--- src/rtl/supply_seq_pkg.sv ---
package supply_seq_pkg;
    typedef enum logic [1:0] {
        SEQ_OFF  = 2'd0,
        SEQ_WAIT = 2'd1,
        SEQ_ON   = 2'd2,
        SEQ_DIS  = 2'd3
    } seq_state_e;
endpackage

--- src/rtl/supply_seq_regs.sv ---
module supply_seq_regs #(
    parameter int REG_W  = 32,
    parameter int LIM_W  = 8,
    parameter int EN_POS = 31
) (
    input  logic             clk,
    input  logic             rst_n,
    input  logic             wr,
    input  logic [REG_W-1:0] wdata,
    input  logic             configured,
    output logic             en,
    output logic [LIM_W-1:0] limit,
    output logic [REG_W-1:0] rdata
);
    typedef struct packed {
        logic             en;
        logic [LIM_W-1:0] limit;
    } reg_t;

    reg_t r_d, r_q;

    always_comb begin
        r_d = r_q;
        if (wr) begin
            r_d.limit = wdata[LIM_W-1:0];
            r_d.en    = wdata[EN_POS] & configured;
        end
    end

    always_ff @(posedge clk or negedge rst_n) begin
        if (!rst_n) r_q <= '0;
        else        r_q <= r_d;
    end

    always_comb begin
        rdata                 = '0;
        rdata[LIM_W-1:0]      = r_q.limit;
        rdata[EN_POS]         = r_q.en;
    end

    assign en    = r_q.en;
    assign limit = r_q.limit;

    assert_cfg_gate_R5: assert property (@(posedge clk) disable iff (!rst_n)
        (wr && !configured) |=> !en);
endmodule

--- src/rtl/supply_seq_timer.sv ---
module supply_seq_timer #(
    parameter int LIM_W = 8
) (
    input  logic             clk,
    input  logic             rst_n,
    input  logic             load,
    input  logic [LIM_W-1:0] load_val,
    input  logic             run,
    input  logic             good,
    input  logic             tick,
    output logic             expire
);
    localparam logic [LIM_W-1:0] ONE = LIM_W'(1);

    logic [LIM_W-1:0] cnt_d, cnt_q;

    always_comb begin
        cnt_d = cnt_q;
        if (load)                              cnt_d = load_val;
        else if (run && good)                  cnt_d = '0;
        else if (run && tick && cnt_q != '0)   cnt_d = cnt_q - ONE;
    end

    always_ff @(posedge clk or negedge rst_n) begin
        if (!rst_n) cnt_q <= '0;
        else        cnt_q <= cnt_d;
    end

    assign expire = run && !good && tick && (cnt_q == ONE);

    assert_zero_idle_R3: assert property (@(posedge clk) disable iff (!rst_n)
        (cnt_q == '0) |-> !expire);
endmodule

--- src/rtl/supply_seq_fsm.sv ---
module supply_seq_fsm
    import supply_seq_pkg::*;
(
    input  logic       clk,
    input  logic       rst_n,
    input  logic       en,
    input  logic       dbg,
    input  logic       sleep_enter,
    input  logic       sleep_wake,
    input  logic       good,
    input  logic       expire,
    output logic       load,
    output logic       run,
    output logic       path_on,
    output logic       busy,
    output logic       reset_req
);
    typedef struct packed {
        seq_state_e st;
        logic       asleep;
        logic       pend;
        logic       rst;
    } fsm_t;

    fsm_t f_d, f_q;
    logic want, idle, sleep_any;

    assign want      = en && !f_q.asleep;
    assign idle      = (f_q.st == SEQ_OFF) || (f_q.st == SEQ_ON);
    assign sleep_any = sleep_enter || f_q.pend;

    always_comb begin
        f_d     = f_q;
        f_d.rst = 1'b0;
        load    = 1'b0;
        unique case (f_q.st)
            SEQ_OFF: if (want) begin
                f_d.st = SEQ_WAIT;
                load   = 1'b1;
            end
            SEQ_WAIT: begin
                if (good)        f_d.st = SEQ_ON;
                else if (expire) begin
                    f_d.st  = SEQ_OFF;
                    f_d.rst = 1'b1;
                end
            end
            SEQ_ON:  if (!want && !dbg) f_d.st = SEQ_DIS;
            SEQ_DIS: f_d.st = SEQ_OFF;
            default: f_d.st = SEQ_OFF;
        endcase
        if (sleep_wake) begin
            f_d.asleep = 1'b0;
            f_d.pend   = 1'b0;
        end else if (sleep_any && idle) begin
            f_d.asleep = 1'b1;
            f_d.pend   = 1'b0;
        end else if (sleep_any) begin
            f_d.pend   = 1'b1;
        end
    end

    always_ff @(posedge clk or negedge rst_n) begin
        if (!rst_n) f_q <= '{st: SEQ_OFF, asleep: 1'b0, pend: 1'b0, rst: 1'b0};
        else        f_q <= f_d;
    end

    assign run       = (f_q.st == SEQ_WAIT);
    assign path_on   = (f_q.st == SEQ_ON);
    assign busy      = (f_q.st == SEQ_WAIT) || (f_q.st == SEQ_DIS);
    assign reset_req = f_q.rst;

    assert_rise_needs_good_R8: assert property (@(posedge clk) disable iff (!rst_n)
        $rose(path_on) |-> ($past(run) && $past(good)));
    assert_dbg_hold_R7: assert property (@(posedge clk) disable iff (!rst_n)
        (path_on && dbg) |=> path_on);
    assert_rst_single_R4: assert property (@(posedge clk) disable iff (!rst_n)
        reset_req |=> !reset_req);
    assert_rst_off_R4: assert property (@(posedge clk) disable iff (!rst_n)
        reset_req |-> (!path_on && !busy));
endmodule

--- src/rtl/supply_seq_ctrl.sv ---
module supply_seq_ctrl #(
    parameter int REG_W  = 32,
    parameter int LIM_W  = 8,
    parameter int EN_POS = 31
) (
    input  logic             clk,
    input  logic             rst_n,
    input  logic             ctl_wr,
    input  logic [REG_W-1:0] ctl_wdata,
    output logic [REG_W-1:0] ctl_rdata,
    input  logic             ext_configured,
    input  logic             pmic_good,
    input  logic             tick_128us,
    input  logic             sleep_enter,
    input  logic             sleep_wake,
    input  logic             dbg_pwrup,
    output logic             path_on,
    output logic             seq_busy,
    output logic             reset_req
);
    logic             en;
    logic [LIM_W-1:0] limit;
    logic             load, run, expire;

    supply_seq_regs #(.REG_W(REG_W), .LIM_W(LIM_W), .EN_POS(EN_POS)) u_regs (
        .clk(clk), .rst_n(rst_n), .wr(ctl_wr), .wdata(ctl_wdata),
        .configured(ext_configured), .en(en), .limit(limit), .rdata(ctl_rdata)
    );

    supply_seq_timer #(.LIM_W(LIM_W)) u_timer (
        .clk(clk), .rst_n(rst_n), .load(load), .load_val(limit), .run(run),
        .good(pmic_good), .tick(tick_128us), .expire(expire)
    );

    supply_seq_fsm u_fsm (
        .clk(clk), .rst_n(rst_n), .en(en), .dbg(dbg_pwrup),
        .sleep_enter(sleep_enter), .sleep_wake(sleep_wake), .good(pmic_good),
        .expire(expire), .load(load), .run(run), .path_on(path_on),
        .busy(seq_busy), .reset_req(reset_req)
    );

    assert_busy_excl_R10: assert property (@(posedge clk) disable iff (!rst_n)
        seq_busy |-> !path_on);
    assert_good_no_rst_R12: assert property (@(posedge clk) disable iff (!rst_n)
        path_on |-> !reset_req);
endmodule

--- config.mk ---
export PLATFORM = sky130hd
export DESIGN_NAME = supply_seq_ctrl
export DESIGN_NICKNAME = d
export VERILOG_FILES = /design/src/rtl/supply_seq_pkg.sv /design/src/rtl/supply_seq_regs.sv /design/src/rtl/supply_seq_timer.sv /design/src/rtl/supply_seq_fsm.sv /design/src/rtl/supply_seq_ctrl.sv
export SDC_FILE = /design/constraint.sdc
export NUM_CORES = 1
export LEC_CHECK = 0
export BUFFER_PORTS_ARGS = -buffer_cell sky130_fd_sc_hd__buf_2
export CAP_MARGIN = 10
export CORE_MARGIN = 2
export CORE_UTILIZATION = 35
export DETAILED_ROUTE_END_ITERATION = 8
export PLACE_DENSITY = 0.67
export SETUP_SLACK_MARGIN = 0.05
export SYNTH_ARGS = -nofsm -noshare
export SYNTH_HDL_FRONTEND = slang
export SYNTH_SLANG_ARGS = --single-unit
--- constraint.sdc ---
create_clock -name clk -period 3.6 [get_ports clk]
set_clock_uncertainty 0.2 [all_clocks]
set_input_delay 0.18 -clock clk [delete_from_list [all_inputs] [get_ports clk]]
set_output_delay 0.18 -clock clk [all_outputs]
set_load 0.01 [all_outputs]
Word-level counts from Yosys, hierarchy flattened
Cells that the tools add are included.
{"block": "classes", "addsub": 1, "mul": 0, "n_div": 0, "order_cmp": 0, "eq_ne": 7, "shift": 0, "n_mux": 17, "n_bitwise": 1, "n_reduce_logical": 22}
{"op": "two-way mux 8 bit", "count": 3}
{"op": "two-way mux 2 bit", "count": 5}
{"op": "logical AND 1 bit", "count": 9}
{"op": "== test 8 x 1 -> 1 bit, second input constant", "count": 1}
{"op": "two-way mux 1 bit", "count": 8}
{"op": "case mux 2 bit (4 select lines)", "count": 1}
{"op": "nonzero test 8 bit", "count": 1}
{"op": "subtractor 8 x 1 -> 8 bit, second input constant", "count": 1}
{"op": "nonzero test 3 bit", "count": 2}
{"op": "== test 2 bit, second input constant", "count": 2}
{"op": "zero test 1 bit", "count": 4}
{"op": "!= test 2 x 1 -> 1 bit, second input constant", "count": 2}
{"op": "logical OR 1 bit", "count": 3}
{"op": "!= test 3 bit, second input constant", "count": 1}
{"op": "AND reduction 3 bit", "count": 1}
{"op": "== test 2 x 1 -> 1 bit, second input constant", "count": 1}
{"op": "zero test 2 bit", "count": 1}
{"op": "nonzero test 2 bit", "count": 1}
{"op": "bitwise AND 1 bit", "count": 1}
{"block": "totals", "ff_bits": 22, "latch_bits": 0, "ram_bits": 0, "mem_bits_ro": 0, "input_bits": 41, "out_inout_bits": 35, "word_cells": 55, "memories": 0}

Longest topological paths before layout
Gate-level depths: netlist of run 1.
{"block": "logic_depth", "depth_word": 7, "depth_mapped": 7, "ltp_nobuf": 6}

By module
Synthesis of run 1 repeated with hierarchy kept, for this count alone.
{"block": "unflattened", "hier_cells": 143, "area_unflattened_um2": 1438.9}
{"mod": "supply_seq_regs", "n_inst": 1, "cells_per_inst": 54, "area_each_um2": 614.3, "seq_area_each_um2": 225.2}
{"mod": "supply_seq_timer", "n_inst": 1, "cells_per_inst": 69, "area_each_um2": 599.3, "seq_area_each_um2": 200.2}
{"mod": "supply_seq_fsm", "n_inst": 1, "cells_per_inst": 20, "area_each_um2": 225.2, "seq_area_each_um2": 125.1}

Least setup slack after synthesis of run 1
No wires, ideal clock.
{"block": "synth_path", "path_type": "register to register", "startpoint": "register u_timer.cnt_q[4]", "endpoint": "register u_timer.cnt_q[1]", "setup_ns": 0.125, "t_arrival_ns": 1.927, "required_ns": 3.275, "slack_ns": 1.347, "path_stages_with_launch": 6, "path_buffers": 1, "synth_period_minus_slack_ns": 2.253, "path_cell_list": "dfrtp_1 -> or4_4 -> o41a_1 -> or2_1 -> buf_6 -> mux2_4"}
{"block": "synth_via", "elab_chain_len": 3}
{"element": "start, declared", "line_no": "supply_seq_timer.sv:15", "source": "logic [LIM_W-1:0] cnt_d, cnt_q;"}
{"element": "start signal, assigned", "line_no": "supply_seq_timer.sv:26", "source": "else cnt_q <= cnt_d;"}
{"element": "nonzero test 8 bit", "line_no": "supply_seq_timer.sv:21", "source": "else if (run && tick && cnt_q != '0) cnt_d = cnt_q - ONE;"}
{"element": "logical AND 1 bit", "line_no": "supply_seq_timer.sv:21"}
{"element": "nonzero test 3 bit (no line)"}
Every way passes these cells.
A chain may end at the register's enable or synchronous reset.

Worst setup path after layout of run 1
Same ends and word-level chain as after synthesis.

==> results of run 1 <==
state kept, by name, summed over array words and instances, names as in the netlist, named ones only:
| register | count |
|---|---|
| u_fsm.reset_req | 1 |
| u_regs.en | 1 |
| u_fsm.f_q | 3 |
| u_timer.cnt_q | 8 |
| u_regs.limit | 8 |
final cells by class:
class | instances | area share
repair buffers | 42 | 0.171
multi-input cells | 98 | 0.401
inverters | 5 | 0.0117
flip-flops and latches | 22 | 0.345
well taps | 48 | 0.0376
clock buffers | 4 | 0.0345
worst paths after layout:
check                      depth (start not counted)          endpoint        startpoint
max                                                4  u_timer.cnt_q[1]  u_timer.cnt_q[4]
min                                                3      u_fsm.f_q[1]       sleep_enter
max reg2reg                                        4  u_timer.cnt_q[1]  u_timer.cnt_q[4]
min reg2reg                                        1   u_regs.limit[1]   u_regs.limit[1]
max in group asynchronous                          2  u_timer.cnt_q[5]             rst_n
min in group asynchronous                          2   u_regs.limit[1]             rst_n
timing repair:
item / 4_1_cts / 5_1_grt
buffers inserted: 0 / 0
setup endpoints to repair: 0 / 0
hold buffers: 12 / 0
resized for setup: 0 / 0
endpoints found under the hold margin: 33 / 0
power by group through the flow:
stage | Combinational (mW) | Sequential, mW | Clock, mW
floorplan | 0.335 | 0.364 | 0
CTS | 0.395 | 0.379 | 0.184
detailed placement | 0.383 | 0.383 | 0
global route | 0.440 | 0.392 | 0.193
finish | 0.393 | 0.379 | 0.179
global placement | 0.377 | 0.384 | 0
logic make-up after synthesis:
logic type                 synth area share
adders and majority gates            0.0281
AOI/OAI and AO/OA                     0.134
DFF                                   0.413
and+or+nand+nor                       0.150
muxes                                 0.103
buffers and inverters                 0.169
other                               0.00281
worst max-delay path: stages (launching register included):
cell,delay [ns]
sky130_fd_sc_hd__dfrtp_1,0.45
sky130_fd_sc_hd__or4_4,0.56
sky130_fd_sc_hd__o41a_1,0.38
sky130_fd_sc_hd__or2_1,0.35
sky130_fd_sc_hd__mux2_4,0.33
cells in the mapped netlist (2+ instances only):
cell                       instances  area [um^2]
sky130_fd_sc_hd__nor2_1           11         41.3
sky130_fd_sc_hd__nor2b_1           2         12.5
sky130_fd_sc_hd__o21bai_1          2         15.0
sky130_fd_sc_hd__buf_4            24          180
sky130_fd_sc_hd__nand3_1           3         15.0
sky130_fd_sc_hd__o211a_1           2         20.0
sky130_fd_sc_hd__a32o_1            2         20.0
sky130_fd_sc_hd__nor3b_1           2         15.0
sky130_fd_sc_hd__inv_1             5         18.8
sky130_fd_sc_hd__a22oi_1           2         15.0
sky130_fd_sc_hd__dfrtp_1          22          551
sky130_fd_sc_hd__mux2_2           10          113
sky130_fd_sc_hd__nand2_1           9         33.8
sky130_fd_sc_hd__nor3_1            3         15.0
sky130_fd_sc_hd__ha_1              3         37.5
sky130_fd_sc_hd__o21ai_0           5         25.0
sky130_fd_sc_hd__clkbuf_1          4         15.0
layer usage:
layer,wire length [um],up-vias,track usage
li1,-,491,-
met5,0,-,0
met2,1220,31,0.212
met4,19,0,0.0391
met3,134,2,0.0274
met1,1130,477,0.165
cell usage in the layout (no fill, tap or decap), drive strengths merged, types with 4 or more instances in the layout:
master	instances
conb	23
inv	5
o21ai	5
clkbuf	4
nand2	9
dfrtp	22
mux2	11
dlygate4sd3	12
nor2	11
buf	30
through the flow:
stage                      util  power (mW)  cell area, um^2  std cells
after floorplan               -       0.699             1420        154
after global placement    0.389       0.760             1420        203
after detailed placement  0.389       0.766             1420        203
after CTS                 0.436       0.958             1600        219
after global routing      0.436        1.03             1600        219
final                     0.436       0.951             1600        219
==> tab_implementation.tex, run 1 <==
\begin{tabular}{lr}
\hline
Metric & Value \\
\hline
\multicolumn{2}{l}{\textbf{Finish}} \\
Area added between synthesis and finish & 19.8\% \\
Area of combinational cells with multiple inputs & 641 um\^{}2 \\
\# diodes & 0 \\
Sequential cell area & 551 um\^{}2 \\
Post-layout nets & 216 \\
Fraction of layout cells with a size suffix above 1 & 0.287 \\
Count of filler cells inserted in the layout & 356 \\
\multicolumn{2}{l}{\textbf{Synth}} \\
Area of the mapped netlist & 1330 um\^{}2 \\
Share of synthesized area occupied by flip-flops and latches & 0.413 \\
Number of instances in the synthesized netlist & 132 \\
Netlist cell types & 38 \\
Top\_reg\_cell synth & sky130\_fd\_sc\_hd\_\_dfrtp\_1 \\
Share of flip-flops with an asynchronous set or reset after synthesis & 1.00 \\
EDFF count, synth & 0 \\
Warning count from the yosys run & 0 \\
Avg Cell Area, Syn & 10.1 um\^{}2 \\
Number of flip-flops and latches in the synthesized netlist & 22 \\
\multicolumn{2}{l}{\textbf{Pwr}} \\
Max IR drop VDD & 0.000316 V \\
Sw Share & 0.371 \\
Combinational share of power & 0.413 \\
P\_sw & 0.352 mW \\
Int Power & 0.598 mW \\
Power share of the sequential group & 0.399 \\
Power density over the cells & 595 nW/um\^{}2 \\
Pleak & 0.804 nW \\
Clock power frac & 0.188 \\
\multicolumn{2}{l}{\textbf{Timing}} \\
Setup repair after global routing missed its margin & false \\
Final setup vio count & 0 \\
Setup WS post-layout & 1.22 ns \\
Relative slew slack & 0.640 \\
Slew @ Worst Pin & 0.539 ns \\
Final Max Tran Viols & 0 \\
Post-layout min period & 2.38 ns \\
Share of the clock period used by the worst path after layout & 0.662 \\
Setup TNS & 0 ns \\
Maximum operating frequency & 420 MHz \\
Post-Route Hold Slack & 0.0342 ns \\
Hold Fails Final Rpt & 0 \\
\multicolumn{2}{l}{\textbf{Flow run}} \\
Number of maximum-capacitance constraint violations & 0 \\
\multicolumn{2}{l}{\textbf{Floorplan}} \\
Starting utilization of the core area & 0.364 \\
Die Span Y & 65.7 um \\
I/O pin total & 76 \\
Horizontal die dimension & 65.7 um \\
Die footprint & 4320 um\^{}2 \\
Row Count & 22 \\
Area of the core & 3660 um\^{}2 \\
\multicolumn{2}{l}{\textbf{Setup path}} \\
Setup slack of the worst register-to-register path & 1.22 ns \\
Worst EP required & 3.56 ns \\
Arrival time reported for the critical path endpoint & 2.34 ns \\
Class of the most critical setup path & reg2reg \\
Nature of the critical path startpoint & flop \\
Endpoint type of the worst setup path & flop \\
Top fanout value on the critical path & 6 \\
\multicolumn{2}{l}{\textbf{Routing}} \\
Total wire length & 2.51 mm \\
Residual antenna-violating net count after detailed routing & 0 \\
WL per Instance & 11.4 um \\
Via count & 1,001 \\
Iter 0 DRT Violations & 11 \\
Routed vias/inst & 4.57 \\
Detailed-router iteration count before antenna repair & 3 \\
DRC & 0 \\
\multicolumn{2}{l}{\textbf{GRT}} \\
Vias in the first global route & 999 \\
Total global routing track utilization & 0.127 \\
Pin count of the biggest net entering global routing & 23 \\
Wire length of the first global-routing pass & 4.30 mm \\
Global-route congestion overflow total & 0 \\
Initial antenna violation count & 0 \\
\multicolumn{2}{l}{\textbf{Clock tree}} \\
Total number of H-tree levels & 1 \\
Root buffer cell & sky130\_fd\_sc\_hd\_\_clkbuf\_8 \\
Source-to-sink clock delay at the later pin of the worst-skew pair & 0.26 ns \\
Deepest clock path buffer count & 2 \\
CTS tree & built \\
Clk sink count & 22 \\
Clock transition at the registers of the reported paths & 0.08 ns \\
Number of clock buffers inserted by TritonCTS & 3 \\
\multicolumn{2}{l}{\textbf{Place}} \\
Pre-CTS worst setup slack & 1.23 ns \\
Final GP Congestion & 0.790 \\
Detailed Place HPWL & 1.78 mm \\
Port Buffers & 29 \\
\multicolumn{2}{l}{\textbf{Status}} \\
Result of the run & completed \\
\multicolumn{2}{l}{\textbf{Worst hold path}} \\
Path class of the lowest-slack min-delay path & in2reg \\
\hline
\end{tabular}
No activity file was read; power rests on OpenSTA's default activity.
==> run 2, diff against run 1 <==
--- a/config.mk
+++ b/config.mk
@@ -10,7 +10,7 @@
 export CORE_MARGIN = 2
 export CORE_UTILIZATION = 35
 export DETAILED_ROUTE_END_ITERATION = 8
-export PLACE_DENSITY = 0.67
+export PLACE_DENSITY = 0.7
 export SETUP_SLACK_MARGIN = 0.05
 export SYNTH_ARGS = -nofsm -noshare
 export SYNTH_HDL_FRONTEND = slang
==> constraint.sdc (replaced) <==
create_clock -name clk -period 1.9 [get_ports clk]
set_clock_uncertainty 0.2 [all_clocks]
set_input_delay 0.095 -clock clk [delete_from_list [all_inputs] [get_ports clk]]
set_output_delay 0.095 -clock clk [all_outputs]
set_load 0.01 [all_outputs]
==> tab_implementation.tex, run 2 (synthesis gave the netlist of run 1 again) <==
\begin{tabular}{lr}
\hline
Metric & Value \\
\hline
\multicolumn{2}{l}{\textbf{Status}} \\
Result of the run & finished with violations \\
Failing checks & setup timing \\
\multicolumn{2}{l}{\textbf{Finish}} \\
\# diodes & 0 \\
Final core area utilization & 0.497 \\
Post-layout nets & 240 \\
Count of filler cells inserted in the layout & 350 \\
Final instance area & 1820 um\^{}2 \\
Area added between synthesis and finish & 36.3\% \\
Area of combinational cells with multiple inputs & 673 um\^{}2 \\
Most common cell after layout, fill and taps aside & sky130\_fd\_sc\_hd\_\_buf\_2 \\
Commonest cells after routing, fill and taps aside & sky130\_fd\_sc\_hd\_\_buf\_2 (29), sky130\_fd\_sc\_hd\_\_conb\_1 (23), sky130\_fd\_sc\_hd\_\_dfrtp\_1 (22), sky130\_fd\_sc\_hd\_\_buf\_4 (22), sky130\_fd\_sc\_hd\_\_dlygate4sd3\_1 (15) \\
Fraction of layout cells with a size suffix above 1 & 0.390 \\
Sequential cell area & 551 um\^{}2 \\
Final cell count without fillers & 243 \\
\multicolumn{2}{l}{\textbf{Timing}} \\
Hold Fails Final Rpt & 0 \\
Maximum operating frequency & 462 MHz \\
Setup WS post-layout & -0.263 ns \\
Slew @ Worst Pin & 0.504 ns \\
Relative slew slack & 0.664 \\
Final setup vio count & 8 \\
Setup repair after global routing missed its margin & true \\
Post-layout min period & 2.16 ns \\
Final Max Tran Viols & 0 \\
Share of the clock period used by the worst path after layout & 1.14 \\
\multicolumn{2}{l}{\textbf{Setup path}} \\
Number of cells on the worst reg-to-reg path & 4 \\
Arrival time reported for the critical path endpoint & 2.11 ns \\
Endpoint type of the worst setup path & flop \\
Worst setup path startpoint & u\_timer.cnt\_q[4] \\
Worst setup path end & u\_timer.cnt\_q[1] \\
Class of the most critical setup path & reg2reg \\
Nature of the critical path startpoint & flop \\
Origin of the critical flop-to-flop path & u\_timer.cnt\_q[4] \\
Top fanout value on the critical path & 6 \\
Worst EP required & 1.85 ns \\
Setup slack of the worst register-to-register path & -0.26 ns \\
Worst R2R End & u\_timer.cnt\_q[1] \\
\multicolumn{2}{l}{\textbf{Place}} \\
Detailed Place HPWL & 2.13 mm \\
Pre-CTS worst setup slack & -0.315 ns \\
Area after detailed placement & 1580 um\^{}2 \\
Total placed cells including tap cells & 223 \\
Final GP Congestion & 0.777 \\
Port Buffers & 29 \\
\multicolumn{2}{l}{\textbf{GRT}} \\
Vias in the first global route & 1,051 \\
Total global routing track utilization & 0.151 \\
Pin count of the biggest net entering global routing & 23 \\
Initial antenna violation count & 0 \\
Wire length of the first global-routing pass & 4.91 mm \\
Global-route congestion overflow total & 0 \\
\multicolumn{2}{l}{\textbf{Floorplan}} \\
Row Count & 22 \\
Die footprint & 4320 um\^{}2 \\
Area of the core & 3660 um\^{}2 \\
Starting utilization of the core area & 0.364 \\
I/O pin total & 76 \\
Horizontal die dimension & 65.7 um \\
Die Span Y & 65.7 um \\
\multicolumn{2}{l}{\textbf{Worst hold path}} \\
Hold Path Cell Cnt & 2 \\
Path class of the lowest-slack min-delay path & in2reg \\
\multicolumn{2}{l}{\textbf{Clock tree}} \\
Number of clock buffers inserted by TritonCTS & 3 \\
Clock transition at the registers of the reported paths & 0.08 ns \\
CTS tree & built \\
Deepest clock path buffer count & 2 \\
Source-to-sink clock delay at the later pin of the worst-skew pair & 0.26 ns \\
Root buffer cell & sky130\_fd\_sc\_hd\_\_clkbuf\_8 \\
Total number of H-tree levels & 1 \\
Clk sink count & 22 \\
\multicolumn{2}{l}{\textbf{Routing}} \\
Routed wire length on met2 & 1.58 mm \\
Met3 wire length & 143 um \\
Met1 routed wirelength after detailed routing & 1.29 mm \\
Max layer used & met4 \\
Iter 0 DRT Violations & 24 \\
Detailed-router iteration count before antenna repair & 4 \\
DRC & 0 \\
Total wire length & 3.07 mm \\
Routed vias/inst & 4.54 \\
Residual antenna-violating net count after detailed routing & 0 \\
Via count & 1,104 \\
WL per Instance & 12.6 um \\
\multicolumn{2}{l}{\textbf{Pwr}} \\
Pleak & 0.927 nW \\
Design Power & 2.20 mW \\
Max IR drop VDD & 0.000559 V \\
Power density over the cells & 1210 nW/um\^{}2 \\
\multicolumn{2}{l}{\textbf{Flow run}} \\
Number of maximum-capacitance constraint violations & 0 \\
\hline
\end{tabular}
[run 2: metal layers]
metal  track usage  vias up
met4        0.0625        0
met5             0        -
met2         0.250       34
met1         0.192      519
li1              -      545
met3        0.0291        6
[run 2: final cells by class]
type,instances,area share
clock buffer,4,0.0303
tap,48,0.0330
timing repair buffer,66,0.253
multi-input combinational,98,0.370
inverter,5,0.0103
sequential,22,0.303
[run 2: worst min path at each step]
stage	startpoint	end	slack, ns
after floorplan	rst_n	async pin	-0.40
after global placement	rst_n	u_regs.limit[5]	-0.11
after detailed placement	rst_n	u_regs.limit[5]	-0.10
after CTS	ctl_wr	u_regs.en	0.008
after global routing	ctl_wr	u_regs.en	0.05
final	ctl_wr	u_regs.en	0.01
[run 2: repair_timing]
| action | 4_1_cts | 5_1_grt |
|---|---|---|
| cloned | 0 | 0 |
| hold endpoints to repair | 35 | 0 |
| buffers inserted | 1 | 0 |
| resized for setup | 4 | 2 |
| pin swaps | 1 | 0 |
| endpoints found under the setup margin | 9 | 9 |
| hold buffers | 15 | 0 |
[run 2: power breakdown]
part	switching, mW	leakage, nW	internal, mW
combinational	0.536	0.622	0.655
clock	0.155	0.0288	0.185
sequential	0.0921	0.276	0.579
total	0.783	0.927	1.42
[run 2: worst max-delay path, stage by stage, from the launching register on]
cell and delay, ns:
sky130_fd_sc_hd__dfrtp_1 0.38, sky130_fd_sc_hd__or4_4 0.54, sky130_fd_sc_hd__o41a_1 0.35, sky130_fd_sc_hd__or2_4 0.28, sky130_fd_sc_hd__mux2_4 0.30
[run 2: per-stage QoR]
step	setup TNS, ns	hold WS [ns]
6_report	-1.34	0.0126
5_1_grt	-1.75	0.0496
4_1_cts	-1.38	0.00790
3_5_place_dp	-1.69	-0.102
3_3_place_gp	-1.41	-0.107
2_1_floorplan	-1.61	-0.401
